===== src/rtl/field_det_pkg.sv =====
// Package: shared types for the interlaced field detector.
// Assumes: nothing beyond IEEE 1800-2017.
package field_det_pkg;

    // Encoding of the field output level.
    typedef enum logic {
        FIELD_EVEN = 1'b0,
        FIELD_ODD  = 1'b1
    } field_e;

    // Registered view of one sampled input: its level and its rising edge.
    typedef struct packed {
        logic level;
        logic rise;
    } edge_t;

endpackage


===== src/rtl/fd_edge_track.sv =====
// Module: fd_edge_track
// Registers one input that is already synchronous to clk. It reports the
// registered level and a one-cycle rising-edge strobe.
// Assumes: the input is already synchronous; no metastability filtering here.
module fd_edge_track
    import field_det_pkg::*;
(
    input  logic  clk,
    input  logic  rst_n,
    input  logic  sig_i,
    output edge_t ev_o
);

    logic stage_now;
    logic stage_prev;

    // Two-deep shift register: current sample and the sample one cycle older.
    always_ff @(posedge clk) begin
        if (!rst_n) begin
            stage_now  <= 1'b0;
            stage_prev <= 1'b0;
        end else begin
            stage_now  <= sig_i;
            stage_prev <= stage_now;
        end
    end

    // Level and rising-edge strobe taken from the two stages.
    always_comb begin
        ev_o.level = stage_now;
        ev_o.rise  = stage_now & ~stage_prev;
    end

endmodule


===== src/rtl/fd_gap_timer.sv =====
// Module: fd_gap_timer
// Counts clock cycles while sync is inactive and restarts from zero while
// sync is active. The count saturates at all ones. Flags a long gap when
// the count is at or above the threshold.
// Assumes: sync level is registered (one cycle behind the pin).
module fd_gap_timer #(
    parameter int GAP_W = 12
) (
    input  logic             clk,
    input  logic             rst_n,
    input  logic             sync_lvl_i,
    input  logic [GAP_W-1:0] thr_i,
    output logic [GAP_W-1:0] cnt_o,
    output logic             long_o
);

    localparam logic [GAP_W-1:0] CNT_MAX = {GAP_W{1'b1}};

    logic [GAP_W-1:0] cnt_q;

    // Gap counter: cleared by active sync, otherwise counts up to saturation.
    always_ff @(posedge clk) begin
        if (!rst_n) begin
            cnt_q <= '0;
        end else if (sync_lvl_i) begin
            cnt_q <= '0;
        end else if (cnt_q != CNT_MAX) begin
            cnt_q <= cnt_q + 1'b1;
        end
    end

    // Long-gap comparison against the programmable threshold.
    always_comb begin
        cnt_o  = cnt_q;
        long_o = (cnt_q >= thr_i);
    end

endmodule


===== src/rtl/fd_parity_flag.sv =====
// Module: fd_parity_flag
// Parity flag over sync gaps. A sync rising edge inverts the flag after a
// short gap and clears it after a long one. A gap that reaches the
// threshold while sync is still low clears the flag at once.
// Assumes: gap_long_i reflects the gap that ends at the rising edge.
module fd_parity_flag (
    input  logic clk,
    input  logic rst_n,
    input  logic sync_rise_i,
    input  logic sync_lvl_i,
    input  logic gap_long_i,
    output logic flag_o
);

    logic flag_q;

    // Flag update: edge decision first, in-gap clear otherwise.
    always_ff @(posedge clk) begin
        if (!rst_n) begin
            flag_q <= 1'b0;
        end else if (sync_rise_i) begin
            flag_q <= gap_long_i ? 1'b0 : ~flag_q;
        end else if (gap_long_i && !sync_lvl_i) begin
            flag_q <= 1'b0;
        end
    end

    assign flag_o = flag_q;

endmodule


===== src/rtl/fd_field_latch.sv =====
// Module: fd_field_latch
// Samples the parity flag on a vertical rising edge and holds it as the
// field index. ODD_ON_SET chooses which flag value means odd.
// Assumes: flag_i is the registered flag, so a coincident sync edge is
// seen as its pre-update value.
module fd_field_latch
    import field_det_pkg::*;
#(
    parameter bit ODD_ON_SET = 1'b1
) (
    input  logic clk,
    input  logic rst_n,
    input  logic v_rise_i,
    input  logic flag_i,
    output logic field_o
);

    logic   odd_now;
    field_e field_q;

    // Polarity variant chosen at elaboration.
    generate
        if (ODD_ON_SET) begin : g_direct
            assign odd_now = flag_i;
        end else begin : g_inverted
            assign odd_now = ~flag_i;
        end
    endgenerate

    // Field register: loads on vertical rising edge only.
    always_ff @(posedge clk) begin
        if (!rst_n) begin
            field_q <= FIELD_EVEN;
        end else if (v_rise_i) begin
            field_q <= odd_now ? FIELD_ODD : FIELD_EVEN;
        end
    end

    assign field_o = (field_q == FIELD_ODD);

endmodule


===== src/rtl/field_detector.sv =====
// Module: field_detector (top)
// Identifies odd/even fields of an interlaced signal from a sliced
// composite sync and a vertical pulse.
// Assumes: csync_i and vsync_i are synchronous to clk; gap_thr_i lies
// between a half line and a full line, in clock cycles.
module field_detector
    import field_det_pkg::*;
#(
    parameter int GAP_W      = 12,
    parameter bit ODD_ON_SET = 1'b1
) (
    input  logic             clk,
    input  logic             rst_n,
    input  logic             csync_i,
    input  logic             vsync_i,
    input  logic [GAP_W-1:0] gap_thr_i,
    output logic             field_odd_o
);

    edge_t            sync_ev;
    edge_t            vert_ev;
    logic             sync_lvl;
    logic             sync_rise;
    logic             v_lvl;
    logic             v_rise;
    logic [GAP_W-1:0] gap_cnt;
    logic             gap_long;
    logic             flag;

    // Input registers for composite sync and vertical pulse.
    fd_edge_track u_sync_edge (
        .clk   (clk),
        .rst_n (rst_n),
        .sig_i (csync_i),
        .ev_o  (sync_ev)
    );

    fd_edge_track u_vert_edge (
        .clk   (clk),
        .rst_n (rst_n),
        .sig_i (vsync_i),
        .ev_o  (vert_ev)
    );

    // Unpack edge views for readability.
    always_comb begin
        sync_lvl  = sync_ev.level;
        sync_rise = sync_ev.rise;
        v_lvl     = vert_ev.level;
        v_rise    = vert_ev.rise;
    end

    fd_gap_timer #(
        .GAP_W (GAP_W)
    ) u_gap_timer (
        .clk        (clk),
        .rst_n      (rst_n),
        .sync_lvl_i (sync_lvl),
        .thr_i      (gap_thr_i),
        .cnt_o      (gap_cnt),
        .long_o     (gap_long)
    );

    fd_parity_flag u_parity (
        .clk         (clk),
        .rst_n       (rst_n),
        .sync_rise_i (sync_rise),
        .sync_lvl_i  (sync_lvl),
        .gap_long_i  (gap_long),
        .flag_o      (flag)
    );

    fd_field_latch #(
        .ODD_ON_SET (ODD_ON_SET)
    ) u_field (
        .clk      (clk),
        .rst_n    (rst_n),
        .v_rise_i (v_rise),
        .flag_i   (flag),
        .field_o  (field_odd_o)
    );

endmodule


===== config.mk =====
export PLATFORM = sky130hd
export DESIGN_NAME = field_detector
export DESIGN_NICKNAME = d
export VERILOG_FILES = /design/src/rtl/field_det_pkg.sv /design/src/rtl/fd_edge_track.sv /design/src/rtl/fd_gap_timer.sv /design/src/rtl/fd_parity_flag.sv /design/src/rtl/fd_field_latch.sv /design/src/rtl/field_detector.sv
export SDC_FILE = /design/constraint.sdc
export NUM_CORES = 1
export LEC_CHECK = 0
export BUFFER_PORTS_ARGS = -buffer_cell sky130_fd_sc_hd__buf_4
export CELL_PAD_IN_SITES_DETAIL_PLACEMENT = 1
export CELL_PAD_IN_SITES_GLOBAL_PLACEMENT = 2
export CORE_MARGIN = 3
export CORE_UTILIZATION = 33
export CTS_BUF_LIST = sky130_fd_sc_hd__clkbuf_8 sky130_fd_sc_hd__clkbuf_16
export DETAILED_ROUTE_END_ITERATION = 12
export PLACE_DENSITY = 0.79
export SYNTH_ARGS = -nofsm -noshare
export SYNTH_HDL_FRONTEND = slang
export SYNTH_HIERARCHICAL = 1
export SYNTH_SLANG_ARGS = --single-unit

===== constraint.sdc =====
create_clock -name clk -period 2.1 [get_ports clk]
set_clock_uncertainty 0.1 [all_clocks]
set_input_delay 0.42 -clock clk [delete_from_list [all_inputs] [get_ports clk]]
set_output_delay 0.42 -clock clk [all_outputs]
set_load 0.01 [all_outputs]

Word level (Yosys, flattened, before mapping)
Cells that the tools add are included.
{"block": "totals", "register_bits": 18, "inputBits": 16, "output_inout_bits": 1, "word_cells": 24}
{"block": "classes", "addsub": 1, "order_cmp": 1, "n_eq_ne": 1, "muxes": 4, "bitwise_logic": 6, "n_reduce_logical": 4}
{"operator": "12-bit by 1-bit adder with 12-bit output, second input constant", "count": 1}
{"operator": "12-bit greater-or-equal comparator", "count": 1}
{"operator": "12-bit inequality test, second input constant", "count": 1}
{"operator": "1-bit 2-to-1 mux", "count": 4}
{"operator": "1-bit NOT", "count": 4}
{"operator": "1-bit bitwise AND", "count": 2}
{"operator": "2-bit nonzero test", "count": 1}
{"operator": "2-bit OR reduction", "count": 1}
{"operator": "1-bit logical AND", "count": 1}
{"operator": "1-bit logical NOT", "count": 1}

Logic depth before layout (Yosys ltp)
{"block": "depth", "ltp_word": 4, "mapped_depth": 9, "ltp_nobuf": 9}

Modules after synthesis
Netlist, hierarchy kept.
{"mod": "fd_gap_timer", "instances": 1, "cells_per_inst": 98, "area_each_um2": 849.6, "seq_area_each_um2": 240.2}
{"mod": "fd_edge_track", "instances": 2, "cells_per_inst": 6, "area_each_um2": 73.8, "seq_area_each_um2": 40.0}
{"mod": "fd_parity_flag", "instances": 1, "cells_per_inst": 5, "area_each_um2": 48.8, "seq_area_each_um2": 20.0}
{"mod": "fd_field_latch", "instances": 1, "cells_per_inst": 3, "area_each_um2": 36.3, "seq_area_each_um2": 20.0}

Worst setup path before layout
Ideal clock, no wire load.
{"block": "synth_path", "path_kind": "input-to-reg", "from": "in gap_thr_i[2]", "to": "reg u_parity.flag_q, in the netlist u_parity/flag_o", "setup_time_ns": 0.058, "arrival_ns": 1.755, "t_required_ns": 1.942, "setup_slack_ns": 0.187, "path_stages": 9, "path_buffers": 0, "cell_sequence": "inv_1 ha_1 a211oi_1 o21ai_0 a211oi_1 o21ai_0 nor2b_1 nor3b_1 o21a_1"}
{"block": "synth_via", "elab_chain_len": 3, "elab_cells_between_ends": 5, "classes_between": "order compare (1); mux (2); reduce/logical (2)"}
{"element": "from (decl)", "line_no": "field_detector.sv:16", "rtl": "input logic [GAP_W-1:0] gap_thr_i,"}
{"element": "12-bit greater-or-equal comparator *", "line_no": "fd_gap_timer.sv:35", "rtl": "long_o = (cnt_q >= thr_i);"}
{"element": "named net gap_long", "line_no": "field_detector.sv:27", "rtl": "logic gap_long;"}
{"element": "1-bit 2-to-1 mux / 1-bit logical AND (equally long branches)", "line_no": "fd_parity_flag.sv:22, fd_parity_flag.sv:23"}
{"element": "1-bit 2-to-1 mux / 2-bit nonzero test (equally long branches)"}
{"element": "to (signal assigned)", "line_no": "fd_parity_flag.sv:22", "rtl": "flag_q <= gap_long_i ? 1'b0 : ~flag_q;"}
{"element": "to (decl)", "line_no": "fd_parity_flag.sv:15", "rtl": "logic flag_q;"}
The timed path passes the listed nets; every way through them passes the cells marked *.
A chain may end at the register's enable or synchronous reset.

Worst setup path after layout
{"block": "layout_path", "from": "reg u_gap_timer.cnt_q[2], in the netlist u_gap_timer/cnt_o[2]", "to": "reg u_parity.flag_q, in the netlist u_parity/flag_o"}
{"block": "layout_via", "elab_chain_len": 3, "elab_cells_between_ends": 5, "classes_between": "order compare (1); mux (2); reduce/logical (2)"}
{"element": "from (decl)", "line_no": "fd_gap_timer.sv:19", "rtl": "logic [GAP_W-1:0] cnt_q;"}
{"element": "from (signal assigned)", "line_no": "fd_gap_timer.sv:28", "rtl": "cnt_q <= cnt_q + 1'b1;"}
{"element": "12-bit greater-or-equal comparator *", "line_no": "fd_gap_timer.sv:35"}
{"element": "named net gap_long", "line_no": "field_detector.sv:27"}
{"element": "1-bit 2-to-1 mux / 1-bit logical AND (equally long branches)", "line_no": "fd_parity_flag.sv:22, fd_parity_flag.sv:23"}
{"element": "1-bit 2-to-1 mux / 2-bit nonzero test (equally long branches)"}
Marks and branches as above.

==> results.toml <==
[status]
status = "finished clean"

[place]
numPortBuffers = 16
hpwl_mm = 1.890
place_congestion = 0.6573

[drt]
detailedRoute.firstIterationViolations = 16
drtPass1Iterations = 4
routed_via_density = 5.055
antenna_left = 0
drt-wirelength-per-cell_microns = 12.73
drc = 0
vias = 920
drt-total-wl_mm = 2.317

[timing]
relSlewSlack_pct = 73.86
post-route-min-period_ns = 1.945
hold_viol_final = 0
finalSetupTns_ns = 0
drv_slew = 0
setup_viol = 0
rsz0062_at_grt = "no"
fmax_ghz = 0.5143
fin_crit_sh_pct = 92.60
worst_pin_slew_ns = 0.3922
fin_hold_ws_ns = 0.2755

[grt]
grt_max_degree = 10
grt_overflow = 0
grt_antenna_before_repair = 0
grt_pass1_vias = 978
grtUsageTotal_pct = 12.87
grt_first_pass_wirelength_mm = 4.091

[cts]
clkLatencyLatePin_ns = 0.25
clkSlewWorstSetupHoldPaths_ns = 0.06
postCtsSetupBuffers = 0
cts-resized-gates = 0
clk_path_buf_depth = 2
cts.sinks = 18
ctsHtreeMaxLevel = 1
cts_hold_buf = 0
numCtsBuffers = 3
cts_tree = "built"
ctsRootBufferMaster = "clkbuf_8"

[worst_setup_path]
rr_worst_depth = 8
cpMostUsedCell = "a211oi_1"
cp_max_fo = 2
path_class = "flip-flop to flip-flop"
critPathRequiredTime_ns = 2.19
cp_cell_sequence = "ha_1 -> a211oi_1 -> o21ai_0 -> a211oi_1 -> o21ai_1 -> nor2b_1 -> nor3b_1 -> o21a_1"
r2r-start = "u_gap_timer/cnt_o[2]"
setup.worst_path.start_class = "flip-flop"
cp-end-kind = "flip-flop"
critical-path-slowest-cell = "dfxtp_1"
arrival_ns = 2.04
r2r-end = "u_parity/flag_o"
reg2reg_slack_ns = 0.16
max_stage_delay_ns = 0.32
cp-startpoint = "u_gap_timer/cnt_o[2]"

[cells_and_area]
antenna_cells = 0
fin_nets = 169
drive_gt1_share_pct = 23.19
area_growth_pct = 20.95

[power_and_ir_drop]
powerDensity_nw_per_um2 = 509.7
ir_drop_mv = 0.4414
leakagePower_nw = 0.6119

[worst_hold_path]
hp-start = "vsync_i"
min_path_cells = 2
min_path_type = "primary input to flip-flop"
hold_end = "u_vert_edge/stage_now"

[logic_synthesis]
syn_nets = 146
synth_area_per_cell_sq_um = 9.186
yosys_warnings = 6
syn_area_sq_um = 1075
synthCells = 117

[floorplanning]
rows = 20
start_util_pct = 34.92
dieHeight_microns = 63.07
dieWidth_microns = 63.07
pin_count = 17
core_sq_um = 3078
dieArea_sq_um = 3978

[run]
max_cap_viol_count = 0
## through the flow
stage / setup WS [ns] / cells / utilization, % / total power [mW] / instance area (sq um)
final: 0.1555 / 182 / 42.24 / 0.6626 / 1300
after global routing: 0.002539 / 182 / 42.24 / 0.7081 / 1300
after CTS: 0.05506 / 182 / 42.24 / 0.6763 / 1300
after detailed placement: -0.1452 / 179 / 40.89 / 0.4421 / 1259
after global placement: -0.04060 / 179 / 40.89 / 0.4370 / 1259
after floorplan: 0.1872 / 117 / - / 0.4066 / 1075
## power by group
part | internal (mW) | switching, mW | total (mW)
clock | 0.127 | 0.103 | 0.230
combinational | 0.0432 | 0.0320 | 0.0752
sequential | 0.351 | 0.00694 | 0.357
total | 0.521 | 0.142 | 0.663
## how the worst max path moves through the flow
stage / end / slack [ns] / depth (start not counted)
after global placement: u_parity/flag_o / -0.04 / 10
after floorplan: u_parity/flag_o / 0.19 / 9
after CTS: u_parity/flag_o / 0.06 / 8
after global routing: u_parity/flag_o / 0.003 / 8
final: u_parity/flag_o / 0.16 / 8
after detailed placement: u_parity/flag_o / -0.15 / 10
## worst max-delay path: cells and delay by family (launching register included)
kind                     cells  cell delay, ns
AO/OA/AOI/OAI                5            0.87
AND/OR/NAND/NOR              2            0.32
flip-flops                   1            0.32
adder cells (fa/ha/maj)      1            0.28
## state kept, by name, summed over array words and instances (netlist names)
name / count
u_field/field_o: 1
u_sync_edge/stage_now: 1
u_vert_edge/stage_now: 1
u_gap_timer/cnt_o: 12
u_vert_edge/stage_prev: 1
u_sync_edge/stage_prev: 1
u_parity/flag_o: 1
## routing by layer
metal	part of all wire (%)	track usage, %	vias to the layer above
li1	-	-	464
met1	43	13.61	441
met2	52	24.24	13
met3	4.4	4.456	2
met4	0.47	2.755	0
met5	0	0	-
## cells in the final DEF, fill, tap and decap left out, drive strengths merged
master / instances
and3: 3
a31oi: 6
inv: 13
and4: 2
a21oi: 4
a211oi: 6
dfxtp: 18
nand3: 2
nand4: 6
xor2: 2
or2b: 1
nand2: 3
nor2b: 6
nor2: 5
xnor2: 1
clkbuf: 3
o21a: 1
and2: 6
o21ai: 7
nand4b: 1
nor3b: 3
ha: 13
nor3: 1
a311oi: 1
mux2i: 1
a21o: 2
buf: 21
## cell type report
type	count	area, sq um
inverters	13	48.80
fillers	375	1778
repair buffers	21	157.7
clock buffers	3	41.29
flip-flops and latches	18	360.3
multi-input cells	83	636.9
well taps	44	55.05
Power figures use the tool's default switching activity.
